File: config.mk
export PLATFORM = sky130hd
export DESIGN_NAME = ttc_timer_cmp
export DESIGN_NICKNAME = d
export VERILOG_FILES = /design/src/rtl/ttc_pkg.sv /design/src/rtl/ttc_counter.sv /design/src/rtl/ttc_cmp_bank.sv /design/src/rtl/ttc_flag_irq.sv /design/src/rtl/ttc_timer_cmp.sv
export SDC_FILE = /design/constraint.sdc
export NUM_CORES = 1
export LEC_CHECK = 0
export ABC_AREA = 1
export ABC_CLOCK_PERIOD_IN_PS = 1310
export BUFFER_PORTS_ARGS = -buffer_cell sky130_fd_sc_hd__buf_2
export CORE_ASPECT_RATIO = 0.6
export CORE_UTILIZATION = 31
export CTS_BUF_LIST = sky130_fd_sc_hd__clkbuf_8
export DETAILED_ROUTE_END_ITERATION = 7
export GPL_TIMING_DRIVEN = 0
export PLACE_DENSITY_LB_ADDON = 0.2
export REMOVE_ABC_BUFFERS = 1
export SETUP_SLACK_MARGIN = 0.3
export SLEW_MARGIN = 20
export SYNTH_ARGS = -nofsm -noshare
export SYNTH_HDL_FRONTEND = slang
export SYNTH_SLANG_ARGS = --single-unit
File: constraint.sdc
create_clock -name clk -period 1.31 [get_ports clk]
set_input_delay 0.262 -clock clk [delete_from_list [all_inputs] [get_ports clk]]
set_output_delay 0.262 -clock clk [all_outputs]
set_load 0.02 [all_outputs]
File: src/rtl/ttc_pkg.sv
package ttc_pkg;
  localparam int ADDR_W  = 3;
  localparam int NUM_CMP = 3;

  localparam logic [ADDR_W-1:0] A_REF      = 3'd0;
  localparam logic [ADDR_W-1:0] A_CYC      = 3'd1;
  localparam logic [ADDR_W-1:0] A_CMP_BASE = 3'd2;
  localparam logic [ADDR_W-1:0] A_FLAG     = 3'd5;

  function automatic logic [ADDR_W-1:0] cmp_addr(input int idx);
    return A_CMP_BASE + ADDR_W'(idx);
  endfunction
endpackage

File: src/rtl/ttc_counter.sv
module ttc_counter #(
  parameter int W         = 16,
  parameter bit CLEARABLE = 1'b1
) (
  input  logic         clk,
  input  logic         rst,
  input  logic         tick,
  input  logic         clear,
  input  logic         load,
  input  logic [W-1:0] load_val,
  output logic [W-1:0] cnt
);
  logic clr_eff;

  generate
    if (CLEARABLE) begin : g_clr
      assign clr_eff = clear;
    end else begin : g_noclr
      assign clr_eff = 1'b0 & clear;
    end
  endgenerate

  always_ff @(posedge clk) begin
    if (rst) begin
      cnt <= '0;
    end else if (load) begin
      cnt <= load_val;
    end else if (tick) begin
      if (clr_eff) cnt <= '0;
      else         cnt <= cnt + 1'b1;
    end
  end
endmodule

File: src/rtl/ttc_cmp_bank.sv
module ttc_cmp_bank #(
  parameter int W = 16,
  parameter int N = 3
) (
  input  logic           clk,
  input  logic           rst,
  input  logic [N-1:0]   wr_sel,
  input  logic [W-1:0]   wr_data,
  input  logic           mode_tt,
  input  logic           tick,
  input  logic [W-1:0]   ref_cnt,
  input  logic [W-1:0]   cyc_cnt,
  output logic [N*W-1:0] cmp_flat,
  output logic [N-1:0]   match
);
  genvar gi;
  generate
    for (gi = 0; gi < N; gi++) begin : g_cmp
      logic [W-1:0] cmp_q;
      logic [W-1:0] watched;

      always_ff @(posedge clk) begin
        if (rst)             cmp_q <= '0;
        else if (wr_sel[gi]) cmp_q <= wr_data;
      end

      if (gi == 0) begin : g_ref_only
        assign watched = ref_cnt;
      end else begin : g_mode_sel
        assign watched = mode_tt ? cyc_cnt : ref_cnt;
      end

      assign match[gi]             = tick && (watched == cmp_q);
      assign cmp_flat[gi*W +: W]   = cmp_q;
    end
  endgenerate
endmodule

File: src/rtl/ttc_flag_irq.sv
module ttc_flag_irq #(
  parameter int N = 3
) (
  input  logic         clk,
  input  logic         rst,
  input  logic [N-1:0] match,
  input  logic         clr_we,
  input  logic [N-1:0] clr_mask,
  input  logic [N-1:0] irq_en,
  output logic [N-1:0] flags,
  output logic         irq
);
  logic [N-1:0] clr_vec;
  logic [N-1:0] flags_nxt;

  always_comb begin
    clr_vec   = clr_we ? clr_mask : '0;
    flags_nxt = (flags & ~clr_vec) | match;
  end

  always_ff @(posedge clk) begin
    if (rst) begin
      flags <= '0;
      irq   <= 1'b0;
    end else begin
      flags <= flags_nxt;
      irq   <= |(flags_nxt & irq_en);
    end
  end
endmodule

File: src/rtl/ttc_timer_cmp.sv
module ttc_timer_cmp
  import ttc_pkg::*;
#(
  parameter int CNT_W = 16
) (
  input  logic               clk,
  input  logic               rst,
  input  logic               tick_en,
  input  logic               mode_tt,
  input  logic               clr_on_match,
  input  logic               wr_en,
  input  logic [ADDR_W-1:0]  wr_addr,
  input  logic [CNT_W-1:0]   wr_data,
  input  logic [ADDR_W-1:0]  rd_addr,
  output logic [CNT_W-1:0]   rd_data,
  input  logic [NUM_CMP-1:0] irq_en,
  output logic [NUM_CMP-1:0] flags,
  output logic               irq
);
  logic [CNT_W-1:0]         ref_cnt;
  logic [CNT_W-1:0]         cyc_cnt;
  logic [NUM_CMP*CNT_W-1:0] cmp_flat;
  logic [NUM_CMP-1:0]       match;
  logic [NUM_CMP-1:0]       cmp_wr_sel;
  logic                     ref_load;
  logic                     cyc_load;
  logic                     flag_clr_we;
  logic                     ref_clear;
  logic [CNT_W-1:0]         rd_nxt;

  assign ref_load    = wr_en && (wr_addr == A_REF);
  assign cyc_load    = wr_en && (wr_addr == A_CYC);
  assign flag_clr_we = wr_en && (wr_addr == A_FLAG);
  assign ref_clear   = match[0] && !mode_tt && clr_on_match;

  always_comb begin
    for (int i = 0; i < NUM_CMP; i++)
      cmp_wr_sel[i] = wr_en && (wr_addr == cmp_addr(i));
  end

  ttc_counter #(.W(CNT_W), .CLEARABLE(1'b1)) u_ref (
    .clk(clk), .rst(rst), .tick(tick_en), .clear(ref_clear),
    .load(ref_load), .load_val(wr_data), .cnt(ref_cnt)
  );

  ttc_counter #(.W(CNT_W), .CLEARABLE(1'b0)) u_cyc (
    .clk(clk), .rst(rst), .tick(tick_en), .clear(1'b0),
    .load(cyc_load), .load_val(wr_data), .cnt(cyc_cnt)
  );

  ttc_cmp_bank #(.W(CNT_W), .N(NUM_CMP)) u_cmp (
    .clk(clk), .rst(rst), .wr_sel(cmp_wr_sel), .wr_data(wr_data),
    .mode_tt(mode_tt), .tick(tick_en), .ref_cnt(ref_cnt),
    .cyc_cnt(cyc_cnt), .cmp_flat(cmp_flat), .match(match)
  );

  ttc_flag_irq #(.N(NUM_CMP)) u_flag (
    .clk(clk), .rst(rst), .match(match), .clr_we(flag_clr_we),
    .clr_mask(wr_data[NUM_CMP-1:0]), .irq_en(irq_en),
    .flags(flags), .irq(irq)
  );

  always_comb begin
    rd_nxt = '0;
    if (rd_addr == A_REF)  rd_nxt = ref_cnt;
    if (rd_addr == A_CYC)  rd_nxt = cyc_cnt;
    if (rd_addr == A_FLAG) rd_nxt = CNT_W'(flags);
    for (int i = 0; i < NUM_CMP; i++)
      if (rd_addr == cmp_addr(i)) rd_nxt = cmp_flat[i*CNT_W +: CNT_W];
  end

  always_ff @(posedge clk) begin
    if (rst) rd_data <= '0;
    else     rd_data <= rd_nxt;
  end
endmodule

==> summary.txt, run 1 <==
Logic synthesis
  – Adder-cell share of the synthesized area: 0.004308
  – Post-synthesis average cell area: approximately 6.5 µm²
  – Mux share of post-synthesis cell area: 0
  – Post-synthesis xor/xnor area fraction: 0.03318
  – Synth cell types: 38
  – Synth warn: 0
  – Ys async rst share: 0
  – Post-synthesis register bit count: 100
  – Primary FF master, synth: dfxtp_1
  – Synth Instances: about 900
  – Cell Area, Synth: between 5000 and 6000 µm²
  – Number of synthesized flops with an enable pin: 0
  – Seq/Total Area, Yosys: 0.3447
  – Complex-gate fraction of the synthesized area: 0.2103
  – Main combinational cell family by area after synthesis: simple AND/OR/NAND/NOR gates
  – Simple-gate share of the synthesized area: 0.2953

Cells and area
  – Layout area overhead: 47.03%
  – Nets: 1031
  – Share of cells above drive strength 1: 0.3882
  – Final instance area: 8539 µm²
  – Inserted Diodes: 0

Drt
  – Drc violations: 0
  – Drt total wl: 25270 µm
  – Drt initial violations: 738
  – 1st-pass router iterations: 5
  – Avg WL per Cell: 20.34 µm
  – Vias/cell: 5.387
  – DRT antenna net count: 0
  – Via count: 6691

Pwr
  – Internal power: roughly 4600 µW
  – Worst vdd ir: 0.0004102 V
  – Leakage: 0.003407 µW
  – Power per Cell Area: 802.6 nW/µm²
  – Net Switching: approximately 2200 µW
  – Sequential group share of total power: 0.476
  – Comb power frac: 0.226
  – Power share of the clock group: 0.298
  – Sw frac: 0.3251

Die
  – Die area: 19310 µm²
  – # rows: 38
  – # IOs: 51
  – Core region area: 18210 µm²
  – Initial core utilization: 0.3190
  – Die width: 178.7 µm
  – Die height: 108.0 µm

Setup path
  – Critical Path RT: between 1.5 and 2 ns
  – CP endpoint kind: register
  – R2r endpoint: u_ref.cnt[8]
  – Worst Setup Start Kind: register
  – Arrival @ worst endpoint: 1.88 ns
  – CP max FO: 5
  – Worst R2R Path Depth: 8
  – RR Startpoint: u_ref.cnt[0]
  – Reg-to-reg slack, setup: -0.24 ns
  – Worst Setup Path Type: reg -> reg

STA
  – Slew headroom: 0.5942
  – F_max: 645.7 MHz
  – Setup tns final: -4.903 ns
  – RSZ-0062 raised after global routing: yes
  – Hold Fails Final Rpt: 0
  – Worst-margin pin slew: between 0.6 and 0.7 ns
  – Final min period: 1.549 ns
  – Setup WS post-layout: -0.2388 ns
  – Finish-stage setup viols: 30
  – Final Skew: 0.01626 ns
  – Final slew viol count: 0
  – Final period util: 1.182

Clock network
  – Clock Tree Buf Depth: 2
  – Clock root buffer: clkbuf_8
  – Worst skew pair latency: 0.40 ns
  – CTS sink cnt: 100
  – Hold Buf Count CTS: 0
  – TritonCTS buffer count: 9
  – TritonCTS clock tree: done
  – Htree depth: 3
  – CTS clock-pin slew for the worst setup and hold paths: 0.10 ns

Global routing
  – Vias in the first global route: 5796
  – Pin count of the biggest net entering global routing: 46
  – Gr ovfl total: 0
  – Overall routing resource usage: 0.2493
  – First-pass GRT wire length: about 35000 µm
  – Antenna violations before repair: 0

Outcome
  – Status: finished, violations left
  – Violated checks: negative setup slack

Worst hold path
  – Worst Hold Endpoint: u_flag.irq
  – Min-delay src: irq_en[1]
  – Hold path depth: 3
  – Hold WC Path Type: in -> reg

Placed design
  – DP Worst Slack: -1.314 ns
  – Gpl congestion: between 0.9 and 1
  – Placed Area: 6331 µm²
  – PortBufs: 50
  – DP HPWL: 16050 µm

Run
  – Max_cap viols: 0
-- cells in the final DEF (no fill, tap or decap), types with 13 or more instances in the layout --
| cell type | instances |
|---|---|
| dfxtp_2 | 29 |
| dfxtp_1 | 43 |
| nand3_1 | 32 |
| nand4_1 | 15 |
| nor2_4 | 22 |
| o21ai_0 | 53 |
| inv_4 | 13 |
| buf_2 | 22 |
| o22ai_1 | 21 |
| a21oi_2 | 18 |
| buf_4 | 31 |
| inv_1 | 98 |
| a31oi_1 | 18 |
| a21oi_1 | 71 |
| nand2_2 | 34 |
| buf_6 | 45 |
| nor2_1 | 28 |
| nand3_2 | 13 |
| nand2_1 | 194 |
| inv_2 | 13 |
| dfxtp_4 | 28 |
-- sequential cells by signal, summed over array words and instances (netlist names) --
signal and count:
u_cmp.g_cmp.cmp_q 48, rd_data 16, u_cyc.cnt 16, u_ref.cnt 16, u_flag.flags 3, u_flag.irq 1
-- critical path: stages (launching register included) --
cell and delay, ns:
dfxtp_4 0.43, ha_4 0.16, nand2_4 0.06, nor3_4 0.23
buf_6 0.16, inv_2 0.04, o21ai_2 0.09, nand4_1 0.13
a21oi_2 0.17
-- cell families after synthesis --
| kind of cell | count (synthesis) |
|---|---|
| xor gates and xnor gates | 22 |
| adders and majority gates | 2 |
| AOI/OAI and AO/OA | 224 |
| and+or+nand+nor | 387 |
| buffers and inverters | 164 |
| DFF | 100 |
-- metrics by stage --
| step | hold slack [ns] | cells | total power [µW] | utilization |
|---|---|---|---|---|
| after global placement | 0.4699 | 1155 | 4311 | 0.3402 |
| final | 0.07616 | 1242 | 6854 | 0.4689 |
| after global routing | 0.09468 | 1242 | 7117 | 0.4689 |
| after floorplan | 0.3311 | 865 | 3894 | - |
| after CTS | 0.07457 | 1219 | 6625 | 0.4219 |
| after detailed placement | 0.4783 | 1160 | 4342 | 0.3477 |
-- metal layers --
metal / part of all wire / vias up / global-route usage
met4: 0.014 / 0 / 0.04964
met3: 0.12 / 27 / 0.06259
li1: - / 3177 / -
met2: 0.37 / 352 / 0.3137
met5: 0 / - / 0
met1: 0.49 / 3135 / 0.4045
-- power by group through the flow --
stage	Clock, µW	Combinational, µW	Sequential (µW)
2_1_floorplan	0	572	3320
3_3_place_gp	0	982	3330
3_5_place_dp	0	1010	3330
4_1_cts	2070	1300	3260
5_1_grt	2190	1650	3280
6_report	2040	1550	3270
-- cell usage after synthesis, types with 2 or more instances --
| cell | count | share of area |
|---|---|---|
| nand3b_1 | 4 | 0.0052 |
| nor2_1 | 51 | 0.033 |
| clkbuf_1 | 19 | 0.012 |
| nand4_2 | 2 | 0.0043 |
| inv_1 | 123 | 0.079 |
| nor2_2 | 7 | 0.0075 |
| nor2_4 | 4 | 0.0078 |
| nand3_1 | 47 | 0.041 |
| xor2_1 | 15 | 0.023 |
| nor3_1 | 6 | 0.0052 |
| a31oi_1 | 18 | 0.019 |
| o21ai_1 | 2 | 0.0017 |
| o2111ai_1 | 2 | 0.0030 |
| o22ai_1 | 31 | 0.033 |
| a221oi_1 | 5 | 0.0075 |
| o211ai_1 | 2 | 0.0026 |
| nand4_1 | 15 | 0.016 |
| o21ai_0 | 71 | 0.061 |
| nand2_2 | 4 | 0.0043 |
| buf_2 | 11 | 0.0095 |
| nand2_1 | 238 | 0.15 |
| nand3_2 | 3 | 0.0052 |
| ha_1 | 2 | 0.0043 |
| xnor2_1 | 7 | 0.011 |
| buf_4 | 2 | 0.0026 |
| buf_6 | 2 | 0.0039 |
| a21oi_1 | 90 | 0.078 |
| inv_2 | 7 | 0.0045 |
| dfxtp_1 | 100 | 0.34 |
-- worst max path at each step --
stage / start / endpoint / slack [ns] / depth (start not counted)
global route: u_ref.cnt[0] / u_ref.cnt[8] / -0.32 / 8
global placement: wr_en / u_cmp.g_cmp[0].cmp_q[10] / -1.55 / 7
CTS: u_ref.cnt[0] / u_ref.cnt[14] / -0.22 / 7
finish: u_ref.cnt[0] / u_ref.cnt[8] / -0.24 / 8
detailed placement: wr_addr[0] / u_cyc.cnt[10] / -1.31 / 8
floorplan: wr_en / u_cmp.g_cmp[0].cmp_q[0] / -0.38 / 6
-- layout make-up --
| class | count | area [µm²] |
|---|---|---|
| Fill cell | 1855 | 9671 |
| Timing Repair Buffer | 121 | 1313 |
| Clock buffer | 10 | 137.6 |
| Multi-Input combinational cell | 636 | 4039 |
| Sequential cell | 100 | 2143 |
| Inverter | 130 | 560.5 |
| Tap cell | 240 | 300.3 |
| Clock inverter | 5 | 46.29 |
-- repair_timing --
action | 4_1_cts | 5_1_grt
gates cloned | 1 | 4
hold endpoints to repair | 0 | 0
pin swaps | 45 | 58
gates resized for setup | 247 | 185
endpoints found under the setup margin | 120 | 108
buffers inserted | 43 | 19
(Power assumes the default switching activity.)
==> run 2: changes to the inputs <==
--- a/config.mk
+++ b/config.mk
@@ -7,7 +7,7 @@
 export LEC_CHECK = 0
 export ABC_AREA = 1
 export ABC_CLOCK_PERIOD_IN_PS = 1310
-export BUFFER_PORTS_ARGS = -buffer_cell sky130_fd_sc_hd__buf_2
+export BUFFER_PORTS_ARGS = -buffer_cell sky130_fd_sc_hd__clkbuf_2
 export CORE_ASPECT_RATIO = 0.6
 export CORE_UTILIZATION = 31
 export CTS_BUF_LIST = sky130_fd_sc_hd__clkbuf_8
==> run 2 against run 1 <==
Compared with the run above: the run still ends with negative setup slack left; final area rose by 0.70%; global-route usage fell by 0.50 points; clock skew fell by 0.0060 ns; total power fell by 2.1%; critical path depth rose by 2; non-clock buffer count rose by 3; worst hold slack improved by 0.027 ns; combinational power barely moved; first-iteration DRC count fell by 19%; flip-flop and latch count did not move; die area did not move; cell count rose by 0.16%.
==> summary.txt, run 2 (synthesized netlist as in run 1, its figures left out) <==
Outcome
  – Status: finished, violations left
  – Violated checks: negative setup slack

Clock network
  – TritonCTS clock tree: done
  – Clock root buffer: clkbuf_8
  – CTS sink cnt: 100 (unchanged)
  – CTS clock-pin slew for the worst setup and hold paths: 0.10 ns (about the same)
  – Htree depth: 3 (unchanged)
  – Worst skew pair latency: 0.38 ns (-0.02 ns)
  – Clock Tree Buf Depth: 2 (unchanged)
  – TritonCTS buffer count: 9 (unchanged)

Drt
  – Drc violations: 0 (unchanged)
  – Avg WL per Cell: 19.59 µm (-3.7%)
  – DRT antenna net count: 0 (unchanged)
  – Vias/cell: 5.333 (-1.0%)
  – Drt initial violations: 595 (-19%)
  – 1st-pass router iterations: 8 (+3)
  – Drt total wl: 24370 µm (-3.6%)
  – Via count: 6634 (-0.85%)

Cells and area
  – # fillers: 1839 (-0.86%)
  – Max FFs per register: 48 (unchanged)
  – Final instance area: 8600 µm² (+0.70%)
  – Layout area overhead: 48.06%
  – Most frequent cells in the layout: nand2_1, inv_1, a21oi_1
  – Area of the multi-input gates: 4064 µm² (+0.62%)
  – Nets: 1033 (+0.19%)
  – Share of cells above drive strength 1: 0.4143 (+0.02612)
  – Final cell count without fillers: 1244 (+0.16%)
  – Inserted Diodes: 0 (unchanged)
  – Final core occ: 0.4722 (+0.003298)
  – Commonest non-fill, non-tap cell in the layout: nand2_1
  – Biggest register: u_cmp.g_cmp.cmp_q
  – Register area: 2152 µm² (+0.41%)

Placed design
  – Placed Area: 6331 µm² (unchanged)
  – Placed Instances: 1160 (unchanged)
  – DP HPWL: 16020 µm (-0.18%)
  – Gpl congestion: 0.9521 (-0.49%)
  – PortBufs: 50 (unchanged)

STA
  – F_max: 656.6 MHz (+1.7%)
  – Setup WS post-layout: -0.2130 ns (+0.02572 ns)
  – Final slew viol count: 0 (unchanged)
  – Final Skew: 0.01029 ns (-0.005971 ns)
  – Final period util: 1.163 (-0.01963)
  – Slew headroom: 0.6001 (+0.005836)
  – WHS: 0.1029 ns (+0.02671 ns)
  – Hold Fails Final Rpt: 0 (unchanged)
  – Final min period: 1.523 ns (-0.02572 ns)
  – Setup tns final: -4.698 ns (+0.2053 ns)
  – RSZ-0062 raised after global routing: yes
  – Worst-margin pin slew: 0.5977 ns (-0.01008 ns)
  – Finish-stage setup viols: 29 (-3.3%)

Die
  – # rows: 38 (unchanged)
  – Die area: 19310 µm² (unchanged)
  – Initial core utilization: 0.3190 (unchanged)
  – # IOs: 51 (unchanged)
  – Die height: 108.0 µm (unchanged)
  – Core region area: 18210 µm² (unchanged)
  – Die width: 178.7 µm (unchanged)

Setup path
  – Worst Setup Start Kind: register
  – Critical Path RT: 1.57 ns (-0.08 ns)
  – CP endpoint kind: register
  – Worst Setup Path Type: reg -> reg
  – CP max FO: 6 (+1)
  – Arrival @ worst endpoint: 1.79 ns (-0.09 ns)

Worst hold path
  – Hold WC Path Type: in -> reg

Run
  – Max_cap viols: 0 (unchanged)

Global routing
  – Overall routing resource usage: 0.2443 (-0.004958)
  – Gr ovfl total: 0 (unchanged)
  – Vias in the first global route: 5751 (-0.78%)
  – Antenna violations before repair: 0 (unchanged)
  – First-pass GRT wire length: 34560 µm (-1.7%)
  – Pin count of the biggest net entering global routing: 46 (unchanged)

Pwr
  – Power per Cell Area: 780.0 nW/µm² (-2.8%)
  – Worst vdd ir: 0.0004252 V (+3.6%)
  – Leakage: 0.003425 µW (+0.55%)
==> run 2: cell count changes in the layout (fill, tap and decap cells not counted), moves of 4 or more <==
cell,change
nand2_2,+6
o21ai_1,+9
buf_8,+18
buf_2,-22
buf_6,-25
clkbuf_8,+4
o21ai_2,+13
o22ai_2,+4
buf_4,+9
nand2_1,-8
clkbuf_2,+22
o21ai_0,-20
==> run 2: layout make-up <==
cell class / instances / share of cell area
Multi-Input combinational cell: 635 / 0.4726
Sequential cell: 100 / 0.2503
Timing Repair Buffer: 124 / 0.1570
Inverter: 130 / 0.06591
Tap cell: 240 / 0.03492
Clock buffer: 9 / 0.01440
Clock inverter: 6 / 0.004947
==> run 2: path summary, 6_finish.rpt <==
path / startpoint / end / slack (ns) / cells after the start
worst max-delay path: u_ref.cnt[1] / u_ref.cnt[8] / -0.21 / 10
worst min-delay path: irq_en[1] / u_flag.irq / 0.10 / 3
worst max register to register: u_ref.cnt[1] / u_ref.cnt[8] / -0.21 / 10
worst min register to register: u_cmp.g_cmp[1].cmp_q[13] / u_cmp.g_cmp[1].cmp_q[13] / 0.48 / 2
==> run 2: routing by layer <==
layer | routed length, µm | track usage
met5 | 0 | 0
met4 | 232 | 0.04540
met3 | 2779 | 0.05872
met2 | 9289 | 0.3076
met1 | 12070 | 0.3990
==> run 2: stage by stage <==
step | setup WS, ns | power (µW)
after detailed placement | -1.327 | 4341
after global routing | -0.3154 | 6969
final | -0.2130 | 6708
after CTS | -0.1844 | 6519
after floorplan | -0.3815 | 3894
after global placement | -1.617 | 4313
==> run 2: power breakdown <==
group / internal (µW) / switching (µW) / leakage, µW
Sequential: 3120 / 148 / 0.000849
Clock: 687 / 1210 / 0.0000869
Combinational: 608 / 934 / 0.00249
Total: 4410 / 2290 / 0.00343
==> run 2: what timing repair did <==
action,in CTS,in global routing
gates cloned,0,3
resized for setup,309,174
setup endpoints to repair,120,106
hold endpoints to repair,0,0
hold buffers,0,0
buffers inserted,42,24
pin swaps,66,78
==> run 2: worst max-delay path: stages (launching register included) <==
cell	delay, ns
dfxtp_4	0.38
buf_6	0.14
nand2_4	0.06
nand2_2	0.05
nor2_2	0.11
nand2_2	0.07
nor2_4	0.12
nand4_4	0.13
buf_6	0.17
nand4_1	0.11
a21oi_1	0.07
